==> config.mk <==
export PLATFORM = sky130hd
export DESIGN_NAME = irq_dual_mask_ctrl
export DESIGN_NICKNAME = d
export VERILOG_FILES = /design/src/rtl/irq_mask_pkg.sv /design/src/rtl/irq_src_latch.sv /design/src/rtl/irq_mask_bank.sv /design/src/rtl/irq_reg_port.sv /design/src/rtl/irq_dual_mask_ctrl.sv
export SDC_FILE = /design/constraint.sdc
export NUM_CORES = 1
export LEC_CHECK = 0
export ABC_AREA = 1
export CAP_MARGIN = 5
export CORE_MARGIN = 10
export CORE_UTILIZATION = 49
export CTS_CLUSTER_DIAMETER = 60
export DETAILED_ROUTE_END_ITERATION = 16
export PLACE_DENSITY_LB_ADDON = 0.15
export SYNTH_ARGS = -nofsm -noshare
export SYNTH_HDL_FRONTEND = slang
export SYNTH_HIERARCHICAL = 1
export SYNTH_SLANG_ARGS = --single-unit
==> constraint.sdc <==
create_clock -name clk -period 1.8 [get_ports clk]
set_input_delay 0.36 -clock clk [delete_from_list [all_inputs] [get_ports clk]]
set_output_delay 0.36 -clock clk [all_outputs]
set_load 0.005 [all_outputs]
==> src/rtl/irq_mask_pkg.sv <==
// Package: shared register-select encoding and bank indices for the
// dual-bank interrupt mask controller.
// Assumes: word addresses, bank picked by address bit 2, register by bits 1:0.
package irq_mask_pkg;

    // Number of banks (normal and fast) and their indices.
    localparam int N_BANKS    = 2;
    localparam int BANK_NRM   = 0;
    localparam int BANK_FST   = 1;

    // Address layout inside the word address.
    localparam int SEL_W      = 2;
    localparam int BANK_LSB   = SEL_W;
    localparam int MAP_BITS   = SEL_W + 1;

    // Register selected by the low address bits.
    typedef enum logic [SEL_W-1:0] {
        REG_MASKED = 2'd0,
        REG_RAW    = 2'd1,
        REG_EN_SET = 2'd2,
        REG_EN_CLR = 2'd3
    } reg_sel_e;

    // True when the selector names a read-only status register.
    function automatic logic is_status(input reg_sel_e sel);
        return (sel == REG_MASKED) || (sel == REG_RAW);
    endfunction

endpackage

==> src/rtl/irq_src_latch.sv <==
// Module: irq_src_latch
// Registers a group of level request lines into the raw status word,
// one flop per line. Line i lands in bit i.
// Assumes: request lines are already synchronous to clk.
module irq_src_latch #(
    parameter int N_LINES = 32
) (
    input  logic               clk,
    input  logic               rst_n,
    input  logic [N_LINES-1:0] req_i,
    output logic [N_LINES-1:0] raw_o
);

    logic [N_LINES-1:0] raw_q;

    // One flop per request line; built by generate so each line is its own cell.
    for (genvar g = 0; g < N_LINES; g++) begin : g_line
        // Capture request level g on every edge; clear in reset.
        always_ff @(posedge clk) begin
            if (!rst_n) raw_q[g] <= 1'b0;
            else        raw_q[g] <= req_i[g];
        end
    end

    assign raw_o = raw_q;

    // Raw status reproduces the lines seen one edge earlier.
    AST_RAW_FOLLOWS: assert property (@(posedge clk) disable iff (!rst_n)
        $past(rst_n) |-> (raw_q == $past(req_i)));

endmodule

==> src/rtl/irq_mask_bank.sv <==
// Module: irq_mask_bank
// One interrupt bank: latches its request lines, holds an enable mask
// changed only by set/clear strobes, and forms the masked view and the
// bank's interrupt output.
// Assumes: set and clear strobes are never high in the same cycle.
module irq_mask_bank #(
    parameter int N_LINES = 32
) (
    input  logic               clk,
    input  logic               rst_n,
    input  logic [N_LINES-1:0] req_i,
    input  logic               set_stb_i,
    input  logic               clr_stb_i,
    input  logic [N_LINES-1:0] wmask_i,
    output logic [N_LINES-1:0] raw_o,
    output logic [N_LINES-1:0] en_o,
    output logic [N_LINES-1:0] masked_o,
    output logic               irq_o
);

    logic [N_LINES-1:0] raw;
    logic [N_LINES-1:0] en_q;
    logic [N_LINES-1:0] en_d;

    irq_src_latch #(
        .N_LINES (N_LINES)
    ) u_latch (
        .clk   (clk),
        .rst_n (rst_n),
        .req_i (req_i),
        .raw_o (raw)
    );

    // Next mask: OR in on set, knock out on clear, hold otherwise.
    always_comb begin
        en_d = en_q;
        if (set_stb_i)      en_d = en_q | wmask_i;
        else if (clr_stb_i) en_d = en_q & ~wmask_i;
    end

    // Mask register with synchronous clear.
    always_ff @(posedge clk) begin
        if (!rst_n) en_q <= '0;
        else        en_q <= en_d;
    end

    assign raw_o    = raw;
    assign en_o     = en_q;
    assign masked_o = raw & en_q;
    assign irq_o    = |masked_o;

    // A set write ORs the data into the previous mask.
    AST_SET_ORS: assert property (@(posedge clk) disable iff (!rst_n)
        set_stb_i |=> (en_q == ($past(en_q) | $past(wmask_i))));

    // A clear write removes exactly the written ones.
    AST_CLR_ANDN: assert property (@(posedge clk) disable iff (!rst_n)
        clr_stb_i |=> (en_q == ($past(en_q) & ~$past(wmask_i))));

    // Without a strobe the mask does not move.
    AST_MASK_HOLD: assert property (@(posedge clk) disable iff (!rst_n)
        (!set_stb_i && !clr_stb_i) |=> $stable(en_q));

    // The output may only rise after a set write or a request change.
    AST_IRQ_RISE_CAUSE: assert property (@(posedge clk) disable iff (!rst_n)
        ($past(rst_n) && $rose(irq_o)) |->
            ($past(set_stb_i) || ($past(req_i) != $past(raw))));

    // The output may only fall after a clear write or a request change.
    AST_IRQ_FALL_CAUSE: assert property (@(posedge clk) disable iff (!rst_n)
        ($past(rst_n) && $fell(irq_o)) |->
            ($past(clr_stb_i) || ($past(req_i) != $past(raw))));

    // The cycle after reset the mask is empty and the output quiet.
    AST_RESET_QUIET: assert property (@(posedge clk) disable iff (!rst_n)
        $past(!rst_n) |-> ((en_q == '0) && !irq_o));

endmodule

==> src/rtl/irq_reg_port.sv <==
// Module: irq_reg_port
// Register port of the controller: decodes the word address into
// per-bank set/clear strobes, flags rejected writes to status registers,
// and registers read data from the selected bank view.
// Assumes: ADDR_W >= 3; address bits above bit 2 must be zero for a hit.
module irq_reg_port
    import irq_mask_pkg::*;
#(
    parameter int N_LINES = 32,
    parameter int DATA_W  = 32,
    parameter int ADDR_W  = 3
) (
    input  logic                              clk,
    input  logic                              rst_n,
    input  logic                              rd_en_i,
    input  logic                              wr_en_i,
    input  logic [ADDR_W-1:0]                 addr_i,
    input  logic [N_BANKS-1:0][N_LINES-1:0]   raw_i,
    input  logic [N_BANKS-1:0][N_LINES-1:0]   masked_i,
    input  logic [N_BANKS-1:0][N_LINES-1:0]   en_i,
    output logic [N_BANKS-1:0]                set_stb_o,
    output logic [N_BANKS-1:0]                clr_stb_o,
    output logic [DATA_W-1:0]                 rdata_o,
    output logic                              wr_err_o
);

    reg_sel_e           sel;
    logic               bank;
    logic               hit;
    logic [DATA_W-1:0]  rd_mux;
    logic [DATA_W-1:0]  rdata_q;
    logic               err_q;

    // Split the address into bank, register and a range check.
    always_comb begin
        sel  = reg_sel_e'(addr_i[SEL_W-1:0]);
        bank = addr_i[BANK_LSB];
        hit  = ((addr_i >> MAP_BITS) == '0);
    end

    // Per-bank write strobes; only the addressed bank sees a strobe.
    for (genvar b = 0; b < N_BANKS; b++) begin : g_stb
        always_comb begin
            set_stb_o[b] = wr_en_i && hit && (int'(bank) == b) && (sel == REG_EN_SET);
            clr_stb_o[b] = wr_en_i && hit && (int'(bank) == b) && (sel == REG_EN_CLR);
        end
    end

    // Pick the view named by the selector, zero-extended to the data width.
    always_comb begin
        rd_mux = '0;
        if (hit) begin
            unique case (sel)
                REG_MASKED: rd_mux = DATA_W'(masked_i[bank]);
                REG_RAW:    rd_mux = DATA_W'(raw_i[bank]);
                REG_EN_SET,
                REG_EN_CLR: rd_mux = DATA_W'(en_i[bank]);
                default:    rd_mux = '0;
            endcase
        end
    end

    // Load read data on a read strobe; hold it otherwise.
    always_ff @(posedge clk) begin
        if (!rst_n)       rdata_q <= '0;
        else if (rd_en_i) rdata_q <= rd_mux;
    end

    // One-cycle error pulse for a write aimed at a status register.
    always_ff @(posedge clk) begin
        if (!rst_n) err_q <= 1'b0;
        else        err_q <= wr_en_i && hit && is_status(sel);
    end

    assign rdata_o  = rdata_q;
    assign wr_err_o = err_q;

    // An error pulse must trace back to a write of a status register.
    AST_ERR_CAUSE: assert property (@(posedge clk) disable iff (!rst_n)
        ($past(rst_n) && err_q) |->
            ($past(wr_en_i) && ($past(addr_i[SEL_W-1:0]) <= 2'd1)));

    // No more than one strobe of any kind per cycle.
    AST_ONE_STROBE: assert property (@(posedge clk) disable iff (!rst_n)
        $onehot0({set_stb_o, clr_stb_o}));

    // Read data only moves on a read strobe.
    AST_RDATA_HOLD: assert property (@(posedge clk) disable iff (!rst_n)
        ($past(rst_n) && !$past(rd_en_i)) |-> $stable(rdata_q));

endmodule

==> src/rtl/irq_dual_mask_ctrl.sv <==
// Module: irq_dual_mask_ctrl (top)
// Two interrupt banks, normal and fast, behind one word-addressed
// register port. Each bank reduces its request lines to one output
// through a set/clear enable mask.
// Assumes: N_LINES <= DATA_W, ADDR_W >= 3, synchronous request lines.
module irq_dual_mask_ctrl
    import irq_mask_pkg::*;
#(
    parameter int N_LINES = 32,
    parameter int DATA_W  = 32,
    parameter int ADDR_W  = 3
) (
    input  logic               clk,
    input  logic               rst_n,
    input  logic [N_LINES-1:0] nrm_req_i,
    input  logic [N_LINES-1:0] fst_req_i,
    input  logic               rd_en_i,
    input  logic               wr_en_i,
    input  logic [ADDR_W-1:0]  addr_i,
    input  logic [DATA_W-1:0]  wdata_i,
    output logic [DATA_W-1:0]  rdata_o,
    output logic               nrm_irq_o,
    output logic               fst_irq_o,
    output logic               wr_err_o
);

    logic [N_BANKS-1:0][N_LINES-1:0] req_all;
    logic [N_BANKS-1:0][N_LINES-1:0] raw_all;
    logic [N_BANKS-1:0][N_LINES-1:0] en_all;
    logic [N_BANKS-1:0][N_LINES-1:0] masked_all;
    logic [N_BANKS-1:0]              set_stb;
    logic [N_BANKS-1:0]              clr_stb;
    logic [N_BANKS-1:0]              irq_all;

    // Route each request group to its bank index.
    always_comb begin
        req_all[BANK_NRM] = nrm_req_i;
        req_all[BANK_FST] = fst_req_i;
    end

    irq_reg_port #(
        .N_LINES (N_LINES),
        .DATA_W  (DATA_W),
        .ADDR_W  (ADDR_W)
    ) u_port (
        .clk       (clk),
        .rst_n     (rst_n),
        .rd_en_i   (rd_en_i),
        .wr_en_i   (wr_en_i),
        .addr_i    (addr_i),
        .raw_i     (raw_all),
        .masked_i  (masked_all),
        .en_i      (en_all),
        .set_stb_o (set_stb),
        .clr_stb_o (clr_stb),
        .rdata_o   (rdata_o),
        .wr_err_o  (wr_err_o)
    );

    // One bank instance per interrupt output.
    for (genvar b = 0; b < N_BANKS; b++) begin : g_bank
        irq_mask_bank #(
            .N_LINES (N_LINES)
        ) u_bank (
            .clk       (clk),
            .rst_n     (rst_n),
            .req_i     (req_all[b]),
            .set_stb_i (set_stb[b]),
            .clr_stb_i (clr_stb[b]),
            .wmask_i   (wdata_i[N_LINES-1:0]),
            .raw_o     (raw_all[b]),
            .en_o      (en_all[b]),
            .masked_o  (masked_all[b]),
            .irq_o     (irq_all[b])
        );
    end

    assign nrm_irq_o = irq_all[BANK_NRM];
    assign fst_irq_o = irq_all[BANK_FST];

    // A status write leaves both masks where they were.
    AST_STATUS_WR_NO_EFFECT: assert property (@(posedge clk) disable iff (!rst_n)
        (wr_en_i && (addr_i[SEL_W-1:0] <= 2'd1)) |=> $stable(en_all));

    // Out of reset nothing is flagged and read data is clear.
    AST_RESET_PORT: assert property (@(posedge clk) disable iff (!rst_n)
        $past(!rst_n) |-> (!wr_err_o && (rdata_o == '0) && !nrm_irq_o && !fst_irq_o));

endmodule

==> run summary <==
Syn Nets -> 1,549
initial antenna violation count -> 0
commonest non-fill, non-tap cell in the layout -> nand2_1
Max Cap Violations -> 0
post-route cell area -> 11,670 µm²
P per Cell Area -> 749.6 nW/µm²
critical path data required time -> 1.44 ns
Critical Path Max Stage Delay -> 0.33 ns
final core area utilization -> 0.6724
Die Width -> 153.4 µm
cell row count -> 48
synthesis warning total -> 6
CTS root buf -> clkbuf_16
crit path DAT -> 1.44 ns
WL per Instance -> 13.62 µm
post-route ant nets -> 0
first-pass GRT wire length -> 40,570 µm
H-tree levels -> 4
worst setup margin -> -0.0004359 ns
Post-Synthesis Cells -> 1,446
Syn-to-layout area delta -> 33.91%
IO buf count -> 137
crit-path cells -> nand2_2, nand2_2, nor2_4, nand2_2, nor2_2, nand2_1, buf_2
Max VDD drop -> 0.6258 mV
largest net degree at the start of global routing -> 46
CTS max path bufs -> 2
final WL -> 25,510 µm
setup slack, reg-to-reg -> 0.09 ns
Startpoint Class -> flip-flop
DRT Pass-1 Iters -> 5
CP max-delay cell -> dfxtp_2
most frequent cells in the layout -> nand2_1 (582), inv_1 (302), clkdlybuf4s50_1 (131)
setup TNS -> -0.0004359 ns
Least-Margin Pin Slew -> 0.4873 ns
CP Max Fanout -> 2
Static Leak -> 6.091 nW
Vias/cell -> 4.691
dpl cell area -> 10,600 µm²
vias in the first global route -> 8,224
register clock-pin slew on the reported worst setup and hold paths -> 0.06 ns
Slew HR -> 0.6751
die height -> 153.4 µm
Crit Path Class -> flip-flop to output pin
GRT Util Overall -> 0.2076
unrepaired setup endpoints after global routing -> yes
Core Area -> 17,360 µm²
crit end category -> output pin
placer congestion estimate -> 0.8554
die area -> 23,520 µm²
final clock skew -> 0.008498 ns
HPWL Detailed -> 17,440 µm
fin crit share -> 1.000
Post-Syn Area -> 8716 µm²
Num Clock Sinks -> 161
Max Fclk -> 0.5554 GHz
DR iter-0 viols -> 652
Mapped Avg Cell Area -> 6.028 µm²
fillers -> 1,528
Layout Nets -> 1,738
Initial Util -> 0.5022
hold_ws -> 0.2516 ns
dpl ws -> -0.09502 ns
CP most frequent cell -> nand2_2
layout cells sized above 1 -> 0.1875
Final Hold Vio Count -> 0
failing checks -> setup timing
Yosys reg bits -> 161
hold crit path type -> primary input to flip-flop
Remaining DRCs -> 0
synth unique cells -> 16
Final Setup Violations -> 1
number of diodes -> 0
Final Max Tran Viols -> 0
clock insertion delay at the later pin of the skew report -> 0.43 ns
grt total ovfl -> 0
IO Pins -> 138
final worst path period need -> 1.800 ns
Seq/Total Area, Yosys -> 0.3698
outcome -> complete, but fails checks
CTS tree -> yes
CTS Buf Count -> 17
via count -> 8,787
## critical path: cells and delay by family, from the launching register on
| family | cells | cell delay [ns] |
|---|---|---|
| flops | 1 | 0.33 |
| buf+inv | 1 | 0.13 |
| simple gates | 6 | 0.55 |
## cell usage after synthesis, drive strengths merged
cell,number,share of area
a21oi,64,0.063
buf,55,0.045
clkbuf,10,0.0043
dfxtp,161,0.37
inv,310,0.13
nand2,635,0.27
nand3,88,0.051
nor2,87,0.039
nor4,4,0.0029
o21ai,32,0.018
## metrics by stage
step,cells,power [W]
after floorplan,1446,0.004499
after global placement,1814,0.005095
after detailed placement,1814,0.005109
after CTS,1871,0.008779
after global routing,1873,0.009115
final,1873,0.008749
## timing repair
item	in CTS	in global routing
buffers inserted	25	4
hold buffers	0	0
pin swaps	20	34
resized for setup	54	74
setup endpoints to repair	2	4
## area by class of cell
cell class                 count  area [µm²]  share of cell area
sequential                   161        3273              0.2804
multi-input combinational    910        4179              0.3581
timing repair buffer         235        2177              0.1865
tap                          225       281.5             0.02412
inverter                     310        1164             0.09970
clock inverter                11       136.4             0.01169
clock buffer                  21       460.4             0.03945
## layer usage
layer	routed length [µm]	GRT usage	share of wire
met1	11270	0.2609	0.44
met2	12440	0.3541	0.49
met3	1515	0.04181	0.059
met4	286	0.05308	0.011
met5	0	0	0
## worst paths after layout
| path | end | cells past startpoint | from |
|---|---|---|---|
| hold / removal | g_bank[1].u_bank/u_latch/raw_o[7]$_SDFF_PN0_ | 3 | rst_n |
| setup / recovery | nrm_irq_o | 7 | flip-flop |
| setup reg to reg | u_port/rdata_o[22]$_SDFFE_PN0P_ | 15 | g_bank[0].u_bank/u_latch/raw_o[22]$_SDFF_PN0_ |
| hold reg to reg | flip-flop | 2 | flip-flop |
## kinds of logic (layout without fill, tap and decap cells)
family / Yosys count / in the layout / synth area share
buffers and inverters: 375 / 577 / 0.1832
AOI/OAI and AO/OA: 96 / 96 / 0.08096
and+or+nand+nor: 814 / 814 / 0.3661
DFF: 161 / 161 / 0.3698
## where the power goes
group | switching (W) | internal, W
combinational | 0.000658 | 0.000585
clock | 0.00144 | 0.00224
sequential | 0.000101 | 0.00373
Note: power is estimated with default switching activity, not from simulation.
